--- config.mk ---
export PLATFORM = sky130hd
export DESIGN_NAME = rod_mem4x1
export DESIGN_NICKNAME = d
export VERILOG_FILES = /design/src/rtl/rm_pkg.sv /design/src/rtl/rm_wr_bank.sv /design/src/rtl/rm_rd_and.sv /design/src/rtl/rm_rd_nor.sv /design/src/rtl/rod_mem4x1.sv
export SDC_FILE = /design/constraint.sdc
export NUM_CORES = 1
export LEC_CHECK = 0
export ABC_AREA = 1
export BUFFER_PORTS_ARGS = -buffer_cell sky130_fd_sc_hd__buf_2
export CORE_AREA = 2 2 39 41
export CTS_CLUSTER_SIZE = 12
export DETAILED_ROUTE_END_ITERATION = 16
export DIE_AREA = 0 0 41 43
export PLACE_DENSITY = 0.61
export SLEW_MARGIN = 25
export SYNTH_ARGS = -nofsm -noshare
export SYNTH_HDL_FRONTEND = slang
export SYNTH_HIERARCHICAL = 1
export SYNTH_SLANG_ARGS = --single-unit
--- constraint.sdc ---
create_clock -name clk -period 0.8 [get_ports clk]
set_input_delay 0.04 -clock clk [delete_from_list [all_inputs] [get_ports clk]]
set_output_delay 0.04 -clock clk [all_outputs]
set_load 0.01 [all_outputs]
--- src/rtl/rm_pkg.sv ---
package rm_pkg;

    localparam int RM_ADDR_W = 2;

    typedef struct packed {
        logic unlock;
        logic push;
        logic erase;
        logic din;
    } wr_ctl_t;

    // a push attempted with the gate closed is a protocol error
    function automatic logic closed_push(input wr_ctl_t c);
        return c.push & ~c.unlock;
    endfunction

    // set request for one location once it is known to be addressed
    function automatic logic set_req(input wr_ctl_t c);
        return c.unlock & c.push & c.din & ~c.erase;
    endfunction

endpackage

--- src/rtl/rm_wr_bank.sv ---
module rm_wr_bank
    import rm_pkg::*;
#(
    parameter int ADDR_W = RM_ADDR_W,
    localparam int DEPTH = 1 << ADDR_W
) (
    input  logic              clk,
    input  logic              rst,
    input  wr_ctl_t           ctl,
    input  logic [ADDR_W-1:0] wr_addr,
    output logic [DEPTH-1:0]  st_q,
    output logic              err_q
);

    always_ff @(posedge clk) begin
        if (rst)                   err_q <= 1'b0;
        else if (closed_push(ctl)) err_q <= 1'b1;
    end

    for (genvar i = 0; i < DEPTH; i++) begin : g_loc
        logic hit;
        assign hit = ctl.unlock && (wr_addr == ADDR_W'(i));

        always_ff @(posedge clk) begin
            if (rst)                       st_q[i] <= 1'b0;
            else if (hit && ctl.erase)     st_q[i] <= 1'b0;
            else if (hit && set_req(ctl))  st_q[i] <= 1'b1;
        end


        untouched_loc_chk: assert property (@(posedge clk) disable iff (rst)
            !(ctl.unlock && wr_addr == ADDR_W'(i)) |=> $stable(st_q[i]));

        set_loc_chk: assert property (@(posedge clk) disable iff (rst)
            (ctl.unlock && ctl.push && ctl.din && !ctl.erase && wr_addr == ADDR_W'(i)) |=> st_q[i]);

        erase_loc_chk: assert property (@(posedge clk) disable iff (rst)
            (ctl.unlock && ctl.erase && wr_addr == ADDR_W'(i)) |=> !st_q[i]);

        zero_push_chk: assert property (@(posedge clk) disable iff (rst)
            (ctl.push && !ctl.din && !ctl.erase) |=> $stable(st_q[i]));
    end


    err_set_chk: assert property (@(posedge clk) disable iff (rst)
        (ctl.push && !ctl.unlock) |=> err_q);

    err_sticky_chk: assert property (@(posedge clk) disable iff (rst)
        err_q |=> err_q);

endmodule

--- src/rtl/rm_rd_and.sv ---
module rm_rd_and
    import rm_pkg::*;
#(
    parameter int ADDR_W = RM_ADDR_W,
    localparam int DEPTH = 1 << ADDR_W
) (
    input  logic              clk,
    input  logic              rst,
    input  logic [ADDR_W-1:0] rd_addr,
    input  logic [DEPTH-1:0]  st,
    output logic [DEPTH-1:0]  term_q
);

    for (genvar i = 0; i < DEPTH; i++) begin : g_term
        always_ff @(posedge clk) begin
            if (rst) term_q[i] <= 1'b0;
            else     term_q[i] <= st[i] && (rd_addr == ADDR_W'(i));
        end
    end


    single_term_chk: assert property (@(posedge clk) disable iff (rst)
        $onehot0(term_q));

endmodule

--- src/rtl/rm_rd_nor.sv ---
module rm_rd_nor #(
    parameter int DEPTH = 4
) (
    input  logic             clk,
    input  logic             rst,
    input  logic [DEPTH-1:0] term,
    output logic             rd_n_q
);

    always_ff @(posedge clk) begin
        if (rst) rd_n_q <= 1'b1;
        else     rd_n_q <= ~|term;
    end

endmodule

--- src/rtl/rod_mem4x1.sv ---
module rod_mem4x1
    import rm_pkg::*;
#(
    parameter int ADDR_W = RM_ADDR_W,
    localparam int DEPTH = 1 << ADDR_W
) (
    input  logic              clk,
    input  logic              rst,
    input  logic              unlock,
    input  logic              push,
    input  logic              erase,
    input  logic              din,
    input  logic [ADDR_W-1:0] wr_addr,
    input  logic [ADDR_W-1:0] rd_addr,
    output logic              rd_n,
    output logic              err
);

    wr_ctl_t          ctl;
    logic [DEPTH-1:0] st;
    logic [DEPTH-1:0] term;

    assign ctl = '{unlock: unlock, push: push, erase: erase, din: din};

    rm_wr_bank #(.ADDR_W(ADDR_W)) u_wr (
        .clk(clk), .rst(rst), .ctl(ctl), .wr_addr(wr_addr),
        .st_q(st), .err_q(err)
    );

    rm_rd_and #(.ADDR_W(ADDR_W)) u_and (
        .clk(clk), .rst(rst), .rd_addr(rd_addr), .st(st), .term_q(term)
    );

    rm_rd_nor #(.DEPTH(DEPTH)) u_nor (
        .clk(clk), .rst(rst), .term(term), .rd_n_q(rd_n)
    );

    // latency window guard for the end-to-end read check
    logic [1:0] warm_q;
    logic       sel_bit;
    assign sel_bit = st[rd_addr];

    always_ff @(posedge clk) begin
        if (rst)                 warm_q <= '0;
        else if (warm_q != 2'd2) warm_q <= warm_q + 2'd1;
    end


    read_latency_chk: assert property (@(posedge clk) disable iff (rst)
        (warm_q == 2'd2) |-> (rd_n == !$past(sel_bit, 2)));

    reset_out_chk: assert property (@(posedge clk)
        $past(rst) |-> (rd_n && !err));

endmodule

======== Yosys cells after proc, flatten, opt, wreduce, memory -nomap -nowiden ========
Index checks and enable logic that the tools add are counted.
cells by class
  equal/unequal tests ..................... 6
  bitwise operators ....................... 6
  reduce and logical (&&, ||, !) cells .... 24
operators by type and width
  kind                  count
  $logic_and A1 B1 Y1   16
  $eq A2 B2 Y1 const B  4
  $reduce_or A2 Y1      4
  $and A1 B1 Y1         4
  $eq A2 B1 Y1 const B  2
  $logic_not A2 Y1      2
  $reduce_or A4 Y1      1
  $not A1 Y1            2
  $logic_not A1 Y1      1
word-level totals
  bits in registers ....................... 10
  logic and storage cells ................. 46

======== Longest topological paths before layout ========
  depth after elaboration ................. 4
  depth in mapped cells ................... 5
  mapped depth without buffers ............ 5

======== Hierarchy ========
The synthesis kept the hierarchy.
by module, submodules not included
  module      instances  cells each  area an instance (um2)  seq. area each (um2)
  rm_wr_bank  1          43          280.3                   100.1
  rm_rd_and   1          18          137.6                   80.1
  rm_rd_nor   1          6           38.8                    20.0

======== Least setup slack after synthesis ========
No wires, ideal clock.
  kind .................................... reg-to-reg
  start point ............................. register u_wr/err_q (netlist name)
  end point ............................... register u_wr.err_q
  library setup time ...................... 114 ps
  data arrival time ....................... 466 ps
  required time ........................... 686 ps
  path slack .............................. 220 ps
  cell stages (with the launch flop) ...... 3
  path buffers ............................ 0
  period minus slack after synthesis ...... 580 ps
  cells stage by stage .................... dfxtp_1 -> a21oi_1 -> nor2_1
RTL lines
  what                  RTL line          text
  to (signal assigned)  rm_wr_bank.sv:16  if (rst) err_q <= 1'b0;
  to (signal assigned)  rm_wr_bank.sv:17  else if (closed_push(ctl)) err_q <= 1'b1;
  to (decl)             rm_wr_bank.sv:12  output logic err_q

======== Final worst setup path ========
  start point ............................. register u_wr.err_q
  end point ............................... output port err
RTL lines
  what       RTL line          text
  to (decl)  rod_mem4x1.sv:16  output logic err
No word-level cell between the ends.

==> out/results.tsv <==
metric	value	unit
status	finished, final reports clean	
drc	0	
crit_family	flip-flops	
layout-drive-gt1-share	24.7	%
dominantRegCellSynth	dfxtp_1	
netlist_instances	67	
antenna_found_initial	0	
cts_root_buf	clkbuf_4	
drv_slew	0	
ir_worst_vdd	0.606	mV
setup_slack	53.9	ps
grt_max_degree	9	
drt-pass1-iter-count	4	
place_ws	112	ps
routed_wl	744	um
cts.htree.levels	1	
end_kind	output pin	
worstPathRequired	760	ps
place_hpwl	601	um
syn_avg_cell_area	6.82	sq um
die_area	1760	sq um
slew_headroom	90.0	%
fin_setup_tns	0	ps
max_freq	1340	MHz
yosysMostFrequentCell	nand2_1	
period_share	93.3	%
grt_remaining_overflow	0	
globalplace.congestion	0.706	
drv_cap	0	
critPathSlowestCell	dfxtp_2	
vias	395	
syn_nets	77	
path_cells	buf_2	
synth.area.top_cells	dfxtp_1 44%, nand2_1 15%, inv_1 11%	
io_pins	12	
rows	14	
synth.distinct_cells	14	
grt_pass1_vias	347	
post_cts.repair.setup_buffers	0	
syn_to_final_growth	21.4	%
ys_async_sr_fraction	0	%
numClockSinks	10	
rsz0062_at_grt	false	
yosysTopAreaCell	dfxtp_1	
finalSetupViolCount	0	
core_area	1380	sq um
hold_class	in2reg	
numCtsBuffers	3	
antenna_cells	0	
clk_pin_slew_worst_paths	60	ps
crit_arrival	710	ps
initial_utilization	33.0	%
yosysWarnings	6	
fin_util	40.1	%
synthTopCellsByCount	18 x nand2_1, 13 x inv_1, 10 x dfxtp_1, 10 x nor2_1, 5 x a21oi_1	
cpPeakStageDelay	330	ps
critPathMaxFanout	2	
clockBufferDepth	2	
grt_pass1_wl	1300	um
synth.yosys.seq_area_share	43.8	%
die_w	41	um
cellPowerDensity	1680	nW/um^2
cp-start-kind	flop	
worstMarginPinSlew	149	ps
netlist.area_leader.share	43.8	%
drt_iter0_markers	4	
vias_per_cell	4.07	
synth_edf_count	0	
yosys_register_bits	10	
clock_skew	2.64	ps
grtUsageTotal	11.2	%
cts_tree	built	
synth_area	457	sq um
ant_nets	0	
timing.critical_path.buf_inv	1	
insertion_delay	260	ps
io_buffers	11	
finalCriticalPeriod	746	ps
fin_nets	93	
worst-setup-path-type	reg2out	
leakagePower	0.268	nW
routedWlPerCell	7.67	um
hold_violations	0	
die-height	43	um
layout by cell type (no fill, tap or decap), drive strengths merged:
cell type / count
dfxtp: 10
dlygate4sd3: 1
nand3: 2
nor2: 12
buf: 11
o21ai: 1
nand4: 2
nand2: 20
clkbuf: 3
inv: 14
a21oi: 5
cells by family after synthesis:
kind of cell    count (synthesis)  share of synthesized area, %
compound gates                  6                          6.57
buf+inv                        15                          14.0
flops                          10                          43.8
simple gates                   36                          35.6
through the flow:
stage	instances	cell area [sq um]	total power, W	hold WS (ps)
2_1_floorplan	67	457	0.000576	112
3_3_place_gp	93	520	0.000615	262
3_5_place_dp	93	520	0.000617	273
4_1_cts	97	553	0.000957	4.71
5_1_grt	97	554	0.000986	22.4
6_report	97	554	0.000933	17.5
metal layers:
| metal | share of wire, % | up-vias | global-route usage, % |
|---|---|---|---|
| li1 | - | 228 | - |
| met2 | 43 | 10 | 14.7 |
| met4 | 1.6 | 0 | 12.0 |
| met5 | 0 | - | 0 |
| met1 | 48 | 155 | 14.1 |
| met3 | 6.5 | 2 | 1.57 |
sequential cells by signal (all words and copies together), names as in the netlist:
signal        cells
u_wr/st_q         4
u_wr/err_q        1
u_nor/rd_n_q      1
u_and/term_q      4
cell type report:
cell class              instances  area (sq um)
fillers                       153           830
flip-flops and latches         10           201
multi-input cells              42           193
inverters                      14          52.6
repair buffers                 12          65.1
clock buffers                   3          22.5
well taps                      16          20.0
where the power goes:
group	switching, W	internal, W
clock	0.000152	0.000173
combinational	0.0000605	0.0000415
sequential	0.00000275	0.000504
total	0.000215	0.000718
tightest hold or removal path, cell delays in order:
cell and delay [ps]:
buf_2 110, nand2_1 50, nor2_1 30
worst paths after layout:
| path | endpoint | depth (start not counted) | startpoint | slack [ps] |
|---|---|---|---|---|
| setup / recovery | err | 1 | u_wr/err_q | 50 |
| hold / removal | u_and/term_q[2] | 3 | rd_addr[1] | 20 |
| setup reg to reg | u_wr/err_q | 2 | u_wr/err_q | 210 |
| hold reg to reg | u_and/term_q[2] | 2 | u_wr/st_q[2] | 440 |
what timing repair did:
item / 4_1_cts / 5_1_grt
hold buffers: 1 / 0
hold endpoints to repair: 1 / 0
resized for setup: 0 / 1
setup endpoints to repair: 0 / 1
Power figures use the tool's default switching activity.
